[config.mk]
export PLATFORM = sky130hd
export DESIGN_NAME = pwr_supervisor
export DESIGN_NICKNAME = d
export VERILOG_FILES = /design/src/rtl/pwr_sup_pkg.sv /design/src/rtl/pf_debounce.sv /design/src/rtl/rec_timer.sv /design/src/rtl/src_select.sv /design/src/rtl/write_guard.sv /design/src/rtl/pwr_supervisor.sv
export SDC_FILE = /design/constraint.sdc
export NUM_CORES = 1
export LEC_CHECK = 0
export ABC_AREA = 1
export BUFFER_PORTS_ARGS = -buffer_cell sky130_fd_sc_hd__buf_2
export CELL_PAD_IN_SITES_DETAIL_PLACEMENT = 1
export CELL_PAD_IN_SITES_GLOBAL_PLACEMENT = 1
export CORE_ASPECT_RATIO = 0.8
export CORE_MARGIN = 2
export CORE_UTILIZATION = 30
export CTS_CLUSTER_SIZE = 28
export DETAILED_ROUTE_END_ITERATION = 8
export PLACE_DENSITY_LB_ADDON = 0.15
export SLEW_MARGIN = 15
export SYNTH_ARGS = -nofsm -noshare
export SYNTH_HDL_FRONTEND = slang
export SYNTH_SLANG_ARGS = --single-unit
export TNS_END_PERCENT = 5
[constraint.sdc]
create_clock -name clk -period 1.7 [get_ports clk]
set_clock_uncertainty 0.15 [all_clocks]
set_input_delay 0.255 -clock clk [delete_from_list [all_inputs] [get_ports clk]]
set_output_delay 0.255 -clock clk [all_outputs]
set_load 0.01 [all_outputs]
[src/rtl/pwr_sup_pkg.sv]
// Package: shared types for the power-fail supervisor.
// Assumes: nothing beyond IEEE 1800-2017.
package pwr_sup_pkg;

    // Write guard state: idle, write passing, write blocked until strobe drops.
    typedef enum logic [1:0] {
        WG_IDLE  = 2'd0,
        WG_WRITE = 2'd1,
        WG_BLOCK = 2'd2
    } wg_state_t;

    // Width helper: bits needed to hold values 0..n.
    function automatic int cnt_bits(input int n);
        return (n < 2) ? 1 : $clog2(n + 1);
    endfunction

endpackage

[src/rtl/pf_debounce.sv]
// Module: pf_debounce
// Filters the power-fail flag. The filtered output takes a new value only after
// DEB_N consecutive samples that disagree with it. Any agreeing sample clears
// the run. Assumes the input is already synchronized to clk. After reset the
// filtered value reads "failing".
module pf_debounce
    import pwr_sup_pkg::*;
#(
    parameter int DEB_N = 4
) (
    input  logic clk,
    input  logic rst_n,
    input  logic raw_i,
    output logic filt_o
);
    localparam int RW = cnt_bits(DEB_N);
    localparam logic [RW-1:0] RUN_LAST = RW'(DEB_N - 1);

    logic [RW-1:0] run_q;
    logic          filt_q;

    // Count disagreeing samples and flip the filtered value at the end of a full run.
    always_ff @(posedge clk) begin
        if (!rst_n) begin
            run_q  <= '0;
            filt_q <= 1'b1;
        end else if (raw_i != filt_q) begin
            if (run_q == RUN_LAST) begin
                filt_q <= raw_i;
                run_q  <= '0;
            end else begin
                run_q <= run_q + 1'b1;
            end
        end else begin
            run_q <= '0;
        end
    end

    assign filt_o = filt_q;

    // the filtered value changes only after a complete disagreeing run.
    p_full_run_r7: assert property (@(posedge clk) disable iff (!rst_n)
        (filt_q != $past(filt_q)) |-> ($past(run_q) == RUN_LAST));

endmodule

[src/rtl/rec_timer.sv]
// Module: rec_timer
// Recovery counter shared by deselect and reset. While the filtered fail flag is
// set, the count is held at zero. Once the flag clears, the counter runs for
// REC_N edges and then marks the supply as ready. A new fail restarts it.
// Assumes fail_i comes from a register.
module rec_timer
    import pwr_sup_pkg::*;
#(
    parameter int REC_N = 10
) (
    input  logic clk,
    input  logic rst_n,
    input  logic fail_i,
    output logic ready_o
);
    localparam int CW = cnt_bits(REC_N);
    localparam logic [CW-1:0] CNT_LAST = CW'(REC_N - 1);

    logic [CW-1:0] cnt_q;
    logic          ready_q;

    // Clear on fail, count up otherwise, and latch ready at the final count.
    always_ff @(posedge clk) begin
        if (!rst_n) begin
            cnt_q   <= '0;
            ready_q <= 1'b0;
        end else if (fail_i) begin
            cnt_q   <= '0;
            ready_q <= 1'b0;
        end else if (!ready_q) begin
            if (cnt_q == CNT_LAST) begin
                ready_q <= 1'b1;
            end else begin
                cnt_q <= cnt_q + 1'b1;
            end
        end
    end

    assign ready_o = ready_q;

    // any fail sample restarts the count from zero.
    p_restart_r6: assert property (@(posedge clk) disable iff (!rst_n)
        fail_i |=> (cnt_q == '0) && !ready_q);

    // ready appears only at the end of a full count with no fail.
    p_release_r3: assert property (@(posedge clk) disable iff (!rst_n)
        $rose(ready_q) |-> ($past(cnt_q) == CNT_LAST) && !$past(fail_i));

endmodule

[src/rtl/src_select.sv]
// Module: src_select
// Chooses the power source from the switchover flag and reports the impossible
// case: under switchover but not under power-fail. Battery is selected from
// reset until the first sample. Assumes both flags are synchronized.
module src_select (
    input  logic clk,
    input  logic rst_n,
    input  logic pf_below_i,
    input  logic so_below_i,
    output logic batt_sel_o,
    output logic err_o
);
    logic batt_q;
    logic err_q;

    // Register source choice and error status each cycle.
    always_ff @(posedge clk) begin
        if (!rst_n) begin
            batt_q <= 1'b1;
            err_q  <= 1'b0;
        end else begin
            batt_q <= so_below_i;
            err_q  <= so_below_i & ~pf_below_i;
        end
    end

    assign batt_sel_o = batt_q;
    assign err_o      = err_q;

endmodule

[src/rtl/write_guard.sv]
// Module: write_guard
// Gates the host write strobe. A write that starts while the memory is enabled
// passes, with its address frozen. Deselect ends it at once. A strobe seen under
// deselect is blocked until it drops. Assumes one write per strobe high period.
module write_guard
    import pwr_sup_pkg::*;
#(
    parameter int AW = 8
) (
    input  logic          clk,
    input  logic          rst_n,
    input  logic          deselect_i,
    input  logic          wr_req_i,
    input  logic [AW-1:0] wr_addr_i,
    output logic          mem_we_o,
    output logic [AW-1:0] mem_addr_o
);
    wg_state_t     st_q;
    logic [AW-1:0] addr_q;

    // Track the write cycle and latch its address on entry.
    always_ff @(posedge clk) begin
        if (!rst_n) begin
            st_q   <= WG_IDLE;
            addr_q <= '0;
        end else begin
            case (st_q)
                WG_IDLE: begin
                    addr_q <= wr_addr_i;
                    if (wr_req_i) st_q <= deselect_i ? WG_BLOCK : WG_WRITE;
                end
                WG_WRITE: begin
                    if (!wr_req_i)      st_q <= WG_IDLE;
                    else if (deselect_i) st_q <= WG_BLOCK;
                end
                WG_BLOCK: begin
                    if (!wr_req_i) st_q <= WG_IDLE;
                end
                default: st_q <= WG_IDLE;
            endcase
        end
    end

    // Drive the memory-side strobe and address.
    always_comb begin
        mem_we_o   = wr_req_i && !deselect_i && (st_q != WG_BLOCK);
        mem_addr_o = (st_q == WG_IDLE) ? wr_addr_i : addr_q;
    end

    // address stays frozen across an ongoing write cycle.
    p_addr_hold_r10: assert property (@(posedge clk) disable iff (!rst_n)
        (st_q != WG_IDLE) && ($past(st_q) != WG_IDLE) |-> $stable(mem_addr_o));

endmodule

[src/rtl/pwr_supervisor.sv]
// Module: pwr_supervisor (top)
// Power-fail supervisor for a battery-backed memory. It filters the power-fail
// flag and runs one recovery timer that releases deselect and reset together.
// It selects battery or external power from the lower switchover flag, and it
// guards the write strobe. Assumes both flags are synchronized to clk.
module pwr_supervisor
    import pwr_sup_pkg::*;
#(
    parameter int DEB_N = 4,
    parameter int REC_N = 10,
    parameter int AW    = 8
) (
    input  logic          clk,
    input  logic          rst_n,
    input  logic          pf_below_i,
    input  logic          so_below_i,
    input  logic          wr_req_i,
    input  logic [AW-1:0] wr_addr_i,
    output logic          deselect_o,
    output logic          rst_out_n,
    output logic          batt_sel_o,
    output logic          err_o,
    output logic          mem_we_o,
    output logic [AW-1:0] mem_addr_o
);
    logic pf_filt;
    logic sup_ready;
    logic desel;

    pf_debounce #(.DEB_N(DEB_N)) deb_i (
        .clk(clk), .rst_n(rst_n), .raw_i(pf_below_i), .filt_o(pf_filt)
    );

    rec_timer #(.REC_N(REC_N)) rec_i (
        .clk(clk), .rst_n(rst_n), .fail_i(pf_filt), .ready_o(sup_ready)
    );

    src_select src_i (
        .clk(clk), .rst_n(rst_n), .pf_below_i(pf_below_i), .so_below_i(so_below_i),
        .batt_sel_o(batt_sel_o), .err_o(err_o)
    );

    // Protect while failing or until the recovery count completes.
    always_comb begin
        desel = pf_filt || !sup_ready;
    end

    assign deselect_o = desel;
    assign rst_out_n  = !desel;

    write_guard #(.AW(AW)) wg_i (
        .clk(clk), .rst_n(rst_n), .deselect_i(desel), .wr_req_i(wr_req_i),
        .wr_addr_i(wr_addr_i), .mem_we_o(mem_we_o), .mem_addr_o(mem_addr_o)
    );

    // the filtered fail state never leaves the memory enabled.
    p_fail_protect_r1: assert property (@(posedge clk) disable iff (!rst_n)
        pf_filt |-> deselect_o && !mem_we_o);

endmodule

After elaboration in Yosys (flattened, before gate mapping)
Cells that the tools add are included.
{ "totals": {"wordCells": 45, "reg_bits": 21} }
{ "classes": {"n_reduce_logical": 11, "n_bitwise": 6, "eq_ne": 9, "n_mux": 9, "n_addsub": 2} }
{ "op_table": {"columns": ["operator", "count"], "rows": [
  ["2-to-1 mux 2 bit", 5],
  ["2-to-1 mux 8 bit", 1],
  ["!= test 2 bit (second input constant)", 3],
  ["case mux 2 bit (3 select lines)", 1],
  ["NOT 1 bit", 5],
  ["adder 4 x 1 -> 4 bit (second input constant)", 1],
  ["== test 4 bit (second input constant)", 1],
  ["AND reduction 2 bit", 2],
  ["adder 3 x 1 -> 3 bit (second input constant)", 1],
  ["== test 3 x 2 -> 1 bit (second input constant)", 1],
  ["!= test 3 x 2 -> 1 bit (second input constant)", 1],
  ["AND reduction 3 bit", 1],
  ["OR reduction 3 bit", 1],
  ["== test 2 x 1 -> 1 bit (second input constant)", 1],
  ["== test 2 bit (second input constant)", 1],
  ["logical AND 1 bit", 2],
  ["logical NOT 1 bit", 2],
  ["logical NOT 2 bit", 1],
  ["2-to-1 mux 1 bit", 2],
  ["OR reduction 2 bit", 1],
  ["bitwise AND 1 bit", 1],
  ["logical OR 1 bit", 1],
  ["!= test 1 bit", 1]
]} }

Logic depth before layout (Yosys ltp)
Gate-level depths: netlist of the first run.
{ "logic_depth": {"word_depth": 5, "depth_mapped": 8, "depth_no_buf": 8} }

Hierarchy
Synthesis of the first run repeated with hierarchy kept, for this count alone.
{ "hier_totals": {"hier_cells": 149, "area_unflattened_um2": 1022.2} }
{ "by_module_without_submodules": {"columns": ["module", "cells_each", "area_each_um2", "n_inst"], "rows": [
  ["write_guard", 78, 505.5, 1],
  ["rec_timer", 42, 276.5, 1],
  ["pf_debounce", 20, 168.9, 1],
  ["src_select", 5, 53.8, 1],
  ["pwr_supervisor", 4, 17.5, 1]
]} }

Worst setup path after synthesis of the first run
Ideal clock, no wire load.
{ "synth_path": {"path_kind": "register -> output", "from": "reg wg_i.st_q[0]", "to": "out mem_addr_o[6]", "slack_ns": 0.463, "arrival_time_ns": 0.832, "path_stages_with_launch": 6, "t_required_ns": 1.295, "cell_sequence": "dfxtp_1 nor2_4 buf_12 nand2_2 o21ai_2 inv_1"} }
{ "synth_between": {"elab_chain_len": 2} }
{ "synth_rtl": {"columns": ["item", "line_no", "text"], "rows": [
  ["start, declared", "write_guard.sv:18", "wg_state_t st_q;"],
  ["start signal, assigned", "write_guard.sv:30", "if (wr_req_i) st_q <= deselect_i ? WG_BLOCK : WG_WRITE;"],
  ["logical NOT 2 bit", "write_guard.sv:47", "mem_addr_o = (st_q == WG_IDLE) ? wr_addr_i : addr_q;"],
  ["2-to-1 mux 8 bit", null, null],
  ["end, declared", "pwr_supervisor.sv:24", "output logic [AW-1:0] mem_addr_o"]
]} }
No other way between the ends.

Final worst setup path of the first run
{ "layout_path": {"from": "reg wg_i.st_q[0]", "to": "out mem_addr_o[1]"} }
Same word-level chain as after synthesis.

==> results.py, run 1 <==
metrics = {
    "logic_synthesis": {
        "area_leader_netlist": "sky130_fd_sc_hd__dfxtp_1",
        "syn_avg_cell_area_um2": 7.57,
        "number_of_storage_elements_in_the_synthesis_netlist": 21,
        "yosys-top-cells-area": "sky130_fd_sc_hd__dfxtp_1 (44%), sky130_fd_sc_hd__inv_1 (11%), sky130_fd_sc_hd__nand2_1 (8.7%)",
        "synth.yosys.seq_area_share_pct": 44.1,
        "number_of_nets_in_the_synthesized_netlist": 143,
        "post_synth_num_cell_types": 20,
        "synth_top_area_share_pct": 44.1,
        "synth_cells": 126,
        "synthesis.yosys.warnings": 0,
        "post_synthesis_instance_area_um2": 953,
    },
    "layout": {
        "layout.cells.non_filler": 196,
        "mostFrequentLayoutCells": "sky130_fd_sc_hd__inv_1 (29), sky130_fd_sc_hd__buf_2 (25), sky130_fd_sc_hd__nand2_1 (22), sky130_fd_sc_hd__nor2_1 (21), sky130_fd_sc_hd__dfxtp_1 (19)",
        "n_antenna_cell": 0,
        "final_core_util_pct": 38.8,
        "layout-drive-gt1-share_pct": 31.4,
        "most_frequent_standard_cell_in_the_layout_excluding_fill_and_tap_cells": "sky130_fd_sc_hd__inv_1",
        "final_net_count": 174,
        "synthToLayoutAreaGrowth_pct": 24.8,
    },
    "clock_network": {
        "cts_root_buffer": "sky130_fd_sc_hd__clkbuf_8",
        "cts_buf_count": 3,
        "clock_tree.htree_level_count": 1,
        "clk-insertion-delay-late_ns": 0.26,
        "clock_tree_from_tritoncts": "yes",
        "cts.sink_count": 21,
        "clockBufferDepth": 2,
        "cts_hold_repair.buffers": 0,
        "clk_pin_slew_ns": 0.08,
    },
    "timing": {
        "finalSetupTns_ns": 0,
        "max-slew-margin-rel_pct": 71.1,
        "setup_viol": 0,
        "rsz0062_at_grt": "no",
        "tightest_slew_ns": 0.433,
        "slew_violations": 0,
        "min_period_over_period_pct": 95.3,
        "setup_ws_ns": 0.0792,
        "achievable-frequency_mhz": 617,
        "finalHoldViolCount": 0,
        "finalWorstPathRequiredPeriod_ns": 1.62,
    },
    "placement": {
        "placedCellCount": 190,
        "preCtsSetupSlack_ns": 0.258,
        "placer_s_final_routability_congestion_estimate": 0.744,
        "dpl.hpwl_mm": 1.59,
        "buffer_ports.inserted": 25,
    },
    "run": {
        "drv.max_cap_violation_count": 0,
    },
    "power": {
        "power.density_cell_area_mw_per_mm2": 818,
        "leakage_nw": 0.615,
        "power.ir.vdd_worst_v": 0.000354,
    },
    "die": {
        "dieArea_mm2": 0.00365,
        "ios": 26,
        "die_h_um": 54.4,
        "design.core.area_mm2": 0.00306,
        "floorplan.die.width_um": 67.0,
        "floorplan.initialDensity_pct": 31.1,
        "rows": 18,
    },
    "run_status": {
        "outcome": "complete, no violations",
    },
    "route": {
        "routed_via_density": 4.25,
        "routed-via-count": 833,
        "route.final.wire_length_mm": 1.97,
        "drt_drc": 0,
        "postRouteAntennaNets": 0,
        "first_pass_iters": 4,
        "detail_route.wl_per_cell_um": 10.0,
        "initialDrtViolationCount": 13,
    },
    "setup_path": {
        "timing.setup.critical_path_class": "reg -> out",
        "timing.critical_path.required_ns": 1.29,
        "critPathLaunchType": "flop",
        "worstPathArrival_ns": 1.22,
        "critical_path.max_fanout": 10,
        "critPathCaptureType": "output port",
    },
    "worst_hold_path": {
        "worst_hold_path_type": "in -> reg",
    },
    "global_routing": {
        "grt_antenna_before_repair": 0,
        "grt_util_all_layers_pct": 12.0,
        "first_global_vias": 776,
        "grt.overflow.total": 0,
        "largest_net_degree_at_the_start_of_global_routing": 13,
        "grt_pass1_wl_mm": 3.28,
    },
}
worst max-delay path: stages (launching register included):
cell	delay [ns]
sky130_fd_sc_hd__dfxtp_2	0.34
sky130_fd_sc_hd__nor2_4	0.16
sky130_fd_sc_hd__buf_12	0.16
sky130_fd_sc_hd__nand2_1	0.07
sky130_fd_sc_hd__o21ai_2	0.06
sky130_fd_sc_hd__inv_1	0.05
sky130_fd_sc_hd__buf_2	0.13
sequential cells by signal, summed over array words and instances (netlist names):
| name | count |
|---|---|
| rec_i.ready_o | 1 |
| rec_i.cnt_q | 4 |
| wg_i.addr_q | 8 |
| src_i.batt_sel_o | 1 |
| deb_i.run_q | 3 |
| deb_i.filt_o | 1 |
| src_i.err_o | 1 |
| wg_i.st_q | 2 |
Yosys cell counts, drive strengths merged:
library cell and n:
nand4 1, inv 31, o211ai 1, nand2 24, nor3 2, nand3 3
nor2 24, a21oi 4, dfxtp 21, buf 2, o21ai 9, ha 4
final timing paths:
path | from | end | slack (ns) | depth (start not counted)
setup / recovery | wg_i.st_q[0] | mem_addr_o[1] | 0.08 | 6
hold / removal | so_below_i | src_i.batt_sel_o | 0.04 | 3
setup reg to reg | deb_i.run_q[0] | deb_i.run_q[2] | 0.37 | 5
hold reg to reg | deb_i.run_q[0] | deb_i.run_q[0] | 0.27 | 1
cell type report:
cell class	instances	area, µm²
multi-input combinational	72	392
fill	417	1870
sequential	21	423
inverter	31	116
clock buffer	4	45.0
timing repair buffer	28	164
tap	40	50.0
what timing repair did:
item                                    4_1_cts  5_1_grt
resized for setup                             0        3
setup buffers                                 2        0
endpoints found under the setup margin        4        8
pin swaps                                     1        1
kinds of logic (layout without fill, tap and decap cells):
logic type,Yosys count,in the layout,share of synthesized area (%)
compound gates,14,14,10.8
fa+ha+maj,4,4,5.25
buf+inv,33,63,14.8
flops,21,21,44.1
simple gates,54,54,25.1
where the power goes:
part	leakage (nW)	switching, mW	internal (mW)
clock	0.0228	0.154	0.167
sequential	0.173	0.0107	0.513
combinational	0.419	0.0708	0.0583
metal layers:
| layer | global-route usage [%] | up-vias | share of wire [%] |
|---|---|---|---|
| li1 | - | 433 | - |
| met3 | 4.12 | 0 | 5.2 |
| met1 | 14.7 | 379 | 45 |
| met4 | 3.06 | 0 | 0 |
| met2 | 20.5 | 21 | 50 |
| met5 | 0 | - | 0 |
metrics by stage:
step / hold slack, ns / total power, mW / area (µm²)
after detailed placement: 0.264 / 0.662 / 1120
after global placement: 0.262 / 0.656 / 1120
after global routing: 0.0498 / 1.03 / 1190
after floorplan: 0.174 / 0.614 / 953
after CTS: 0.0288 / 1.00 / 1180
final: 0.0373 / 0.974 / 1190
No activity file was read; power rests on OpenSTA's default activity.
==> run 2, diff against run 1 <==
- ABC_CLOCK_PERIOD_IN_PS: not set -> 1700
- SYNTH_HIERARCHICAL: not set -> 1
==> results.py, run 2 <==
metrics = {
    "die": {
        "ios": 26,
        "rows": 18,
        "floorplan.die.width_um": 69.3,
        "design.core.area_mm2": 0.00318,
        "die_h_um": 56.2,
        "floorplan.initialDensity_pct": 32.2,
        "dieArea_mm2": 0.00389,
    },
    "setup_path": {
        "timing.reg2reg.setup_slack_ns": 0.39,
        "critical_path.reg2reg.startpoint": "rec_i/cnt_q[1]",
        "timing.critical_path.required_ns": 1.29,
        "r2r_cells": 8,
        "critical_path.max_fanout": 8,
        "worstPathArrival_ns": 1.20,
        "timing.setup.critical_path_class": "reg -> out",
        "critPathLaunchType": "flop",
        "timing.rr.end": "rec_i/cnt_q[0]",
        "critPathCaptureType": "output port",
    },
    "global_routing": {
        "first_global_vias": 911,
        "grt_util_all_layers_pct": 11.9,
        "grt_antenna_before_repair": 0,
        "grt_pass1_wl_mm": 3.75,
        "grt.overflow.total": 0,
        "largest_net_degree_at_the_start_of_global_routing": 13,
    },
    "clock_network": {
        "clk-insertion-delay-late_ns": 0.26,
        "clk_pin_slew_ns": 0.08,
        "clock_tree.htree_level_count": 1,
        "cts_buf_count": 3,
        "cts_hold_repair.buffers": 0,
        "cts.sink_count": 21,
        "clockBufferDepth": 2,
        "clock_tree_from_tritoncts": "yes",
        "cts_root_buffer": "sky130_fd_sc_hd__clkbuf_8",
    },
    "timing": {
        "rsz0062_at_grt": "no",
        "finalHoldViolCount": 0,
        "achievable-frequency_mhz": 622,
        "finalWorstPathRequiredPeriod_ns": 1.61,
        "tightest_slew_ns": 0.288,
        "min_period_over_period_pct": 94.6,
        "slew_violations": 0,
        "finalSetupTns_ns": 0,
        "setup_viol": 0,
        "max-slew-margin-rel_pct": 80.7,
    },
    "route": {
        "detail_route.wl_per_cell_um": 9.49,
        "routed_via_density": 4.15,
        "postRouteAntennaNets": 0,
        "drt_drc": 0,
        "initialDrtViolationCount": 25,
        "route.final.wire_length_mm": 2.09,
        "routed-via-count": 913,
        "first_pass_iters": 2,
    },
    "logic_synthesis": {
        "synth.mux.area_fraction_pct": 0,
        "yosys-top-cells-area": "sky130_fd_sc_hd__dfxtp_1 (41%), sky130_fd_sc_hd__inv_1 (14%), sky130_fd_sc_hd__nand2_1 (13%)",
        "synth_compound_gate_area_share_pct": 5.75,
        "post_synth_num_cell_types": 20,
        "synth.yosys.seq_area_share_pct": 41.1,
        "synth-xor-area-share_pct": 0,
        "synth_adder_area_share_pct": 4.90,
        "synth_cells": 149,
        "yosys.area_share.simple_pct": 30.6,
        "post_synthesis_instance_area_mm2": 0.00102,
        "synth_edf_count": 0,
        "number_of_storage_elements_in_the_synthesis_netlist": 21,
        "area_leader_netlist": "sky130_fd_sc_hd__dfxtp_1",
        "yosys.cell_count.top_type": "sky130_fd_sc_hd__inv_1",
        "ys_dominant_reg_cell": "sky130_fd_sc_hd__dfxtp_1",
        "fraction_of_registers_with_async_set_or_reset_after_synthesis_pct": 0,
        "synth_top_area_share_pct": 41.1,
        "synthesis.yosys.warnings": 6,
        "synth_top_family_by_area": "simple AND/OR/NAND/NOR gates",
        "syn_avg_cell_area_um2": 6.86,
        "number_of_nets_in_the_synthesized_netlist": 166,
        "synth_common_cells": "sky130_fd_sc_hd__inv_1 (39), sky130_fd_sc_hd__nand2_1 (35), sky130_fd_sc_hd__dfxtp_1 (21)",
    },
    "worst_hold_path": {
        "worst_hold_path_type": "in -> reg",
        "hold_end": "src_i/err_o",
        "worstHoldPathCells": 2,
        "worst_hold_startpoint": "pf_below_i",
    },
    "placement": {
        "placer_s_final_routability_congestion_estimate": 0.779,
        "dpl.hpwl_mm": 1.67,
        "dpl-instance-area_mm2": 0.00118,
        "buffer_ports.inserted": 25,
    },
    "layout": {
        "synthToLayoutAreaGrowth_pct": 23.1,
        "most_frequent_standard_cell_in_the_layout_excluding_fill_and_tap_cells": "sky130_fd_sc_hd__inv_1",
        "layout-drive-gt1-share_pct": 27.2,
        "mostFrequentLayoutCells": "sky130_fd_sc_hd__inv_1 (39), sky130_fd_sc_hd__nand2_1 (35), sky130_fd_sc_hd__buf_2 (25), sky130_fd_sc_hd__nor2_1 (19), sky130_fd_sc_hd__dfxtp_1 (19)",
        "regMostFlops": "wg_i/addr_q",
        "postLayoutCellArea_mm2": 0.00126,
        "filler_cell_count": 436,
        "n_antenna_cell": 0,
        "final_net_count": 198,
        "largest_reg_flops": 8,
        "largest_registers_in_the_final_layout": "wg_i/addr_q (8), rec_i/cnt_q (4), deb_i/run_q (3)",
    },
    "power": {
        "power.density_cell_area_mw_per_mm2": 762,
        "leakage_nw": 0.692,
        "power.ir.vdd_worst_v": 0.000411,
    },
    "run_status": {
        "outcome": "complete, no violations",
    },
    "run": {
        "drv.max_cap_violation_count": 0,
    },
}
==> run 2: cell types whose count changed in the layout (fill, tap and decap cells not counted), sizes merged, moves of 2 or more <==
cell   change
a21oi      -2
nand2     +12
nor3b      +2
inv       +11
==> run 2: worst max path at each step <==
stage	from	to	slack, ns	cells after the start
3_5_place_dp	wg_i/st_q[1]	mem_addr_o[1]	0.24	5
4_1_cts	wg_i/st_q[1]	mem_addr_o[4]	0.04	5
5_1_grt	wg_i/st_q[1]	mem_addr_o[1]	0.003	5
6_report	wg_i/st_q[0]	mem_addr_o[4]	0.09	5
3_3_place_gp	wg_i/st_q[1]	mem_addr_o[3]	0.27	5
2_1_floorplan	wg_i/st_q[0]	mem_we_o	0.43	3
==> run 2: kinds of logic (layout without fill, tap and decap cells) <==
kind of cell / Yosys count / after routing
compound gates: 11 / 11
fa+ha+maj: 4 / 4
buf+inv: 44 / 75
flops: 21 / 21
simple gates: 69 / 69
==> run 2: timing repair <==
item                       4_1_cts  5_1_grt
buffers inserted                 0        3
pin swaps                        0        1
gates resized for setup          2        2
setup endpoints to repair        9        7
==> run 2: worst max-delay path, stage by stage, from the launching register on <==
cell                      delay (ns)
sky130_fd_sc_hd__dfxtp_4        0.37
sky130_fd_sc_hd__nor2_4         0.21
sky130_fd_sc_hd__nand2_1        0.08
sky130_fd_sc_hd__nand2_1        0.10
sky130_fd_sc_hd__inv_1          0.05
sky130_fd_sc_hd__buf_2          0.13
==> run 2: layer usage <==
metal / vias to the layer above / part of all wire, % / wire length [µm] / GRT usage, %
li1: 492 / - / - / -
met1: 401 / 49 / 1030 / 15.0
met2: 18 / 45 / 944 / 19.5
met3: 2 / 4.8 / 100 / 3.80
met4: 0 / 0.48 / 10 / 3.36
met5: - / 0 / 0 / 0
==> run 2: area by class of cell <==
| class | instances | area (µm²) | area share (%) |
|---|---|---|---|
| well taps | 40 | 50.0 | 3.98 |
| inverters | 42 | 158 | 12.5 |
| clock inverters | 1 | 5.00 | 0.398 |
| flip-flops and latches | 21 | 428 | 34.0 |
| repair buffers | 29 | 155 | 12.3 |
| multi-input cells | 84 | 422 | 33.5 |
| clock buffers | 3 | 41.3 | 3.28 |
==> run 2: power breakdown <==
part	switching (mW)	internal, mW	leakage (nW)	total [mW]
sequential	0.00892	0.510	0.174	0.519
combinational	0.0677	0.0515	0.493	0.119
clock	0.158	0.163	0.0255	0.321
total	0.235	0.725	0.692	0.959
==> run 2: metrics by stage <==
| step | setup WS, ns | total power, mW | utilization (%) | std cells | hold slack, ns |
|---|---|---|---|---|---|
| 6_report | 0.0912 | 0.959 | 39.6 | 220 | 0.0435 |
| 3_5_place_dp | 0.241 | 0.653 | 37.2 | 213 | 0.268 |
| 2_1_floorplan | 0.431 | 0.604 | - | 149 | 0.172 |
| 4_1_cts | 0.0423 | 0.983 | 38.8 | 217 | 0.0353 |
| 3_3_place_gp | 0.265 | 0.649 | 37.2 | 213 | 0.257 |
| 5_1_grt | 0.00256 | 1.02 | 39.6 | 220 | 0.0384 |
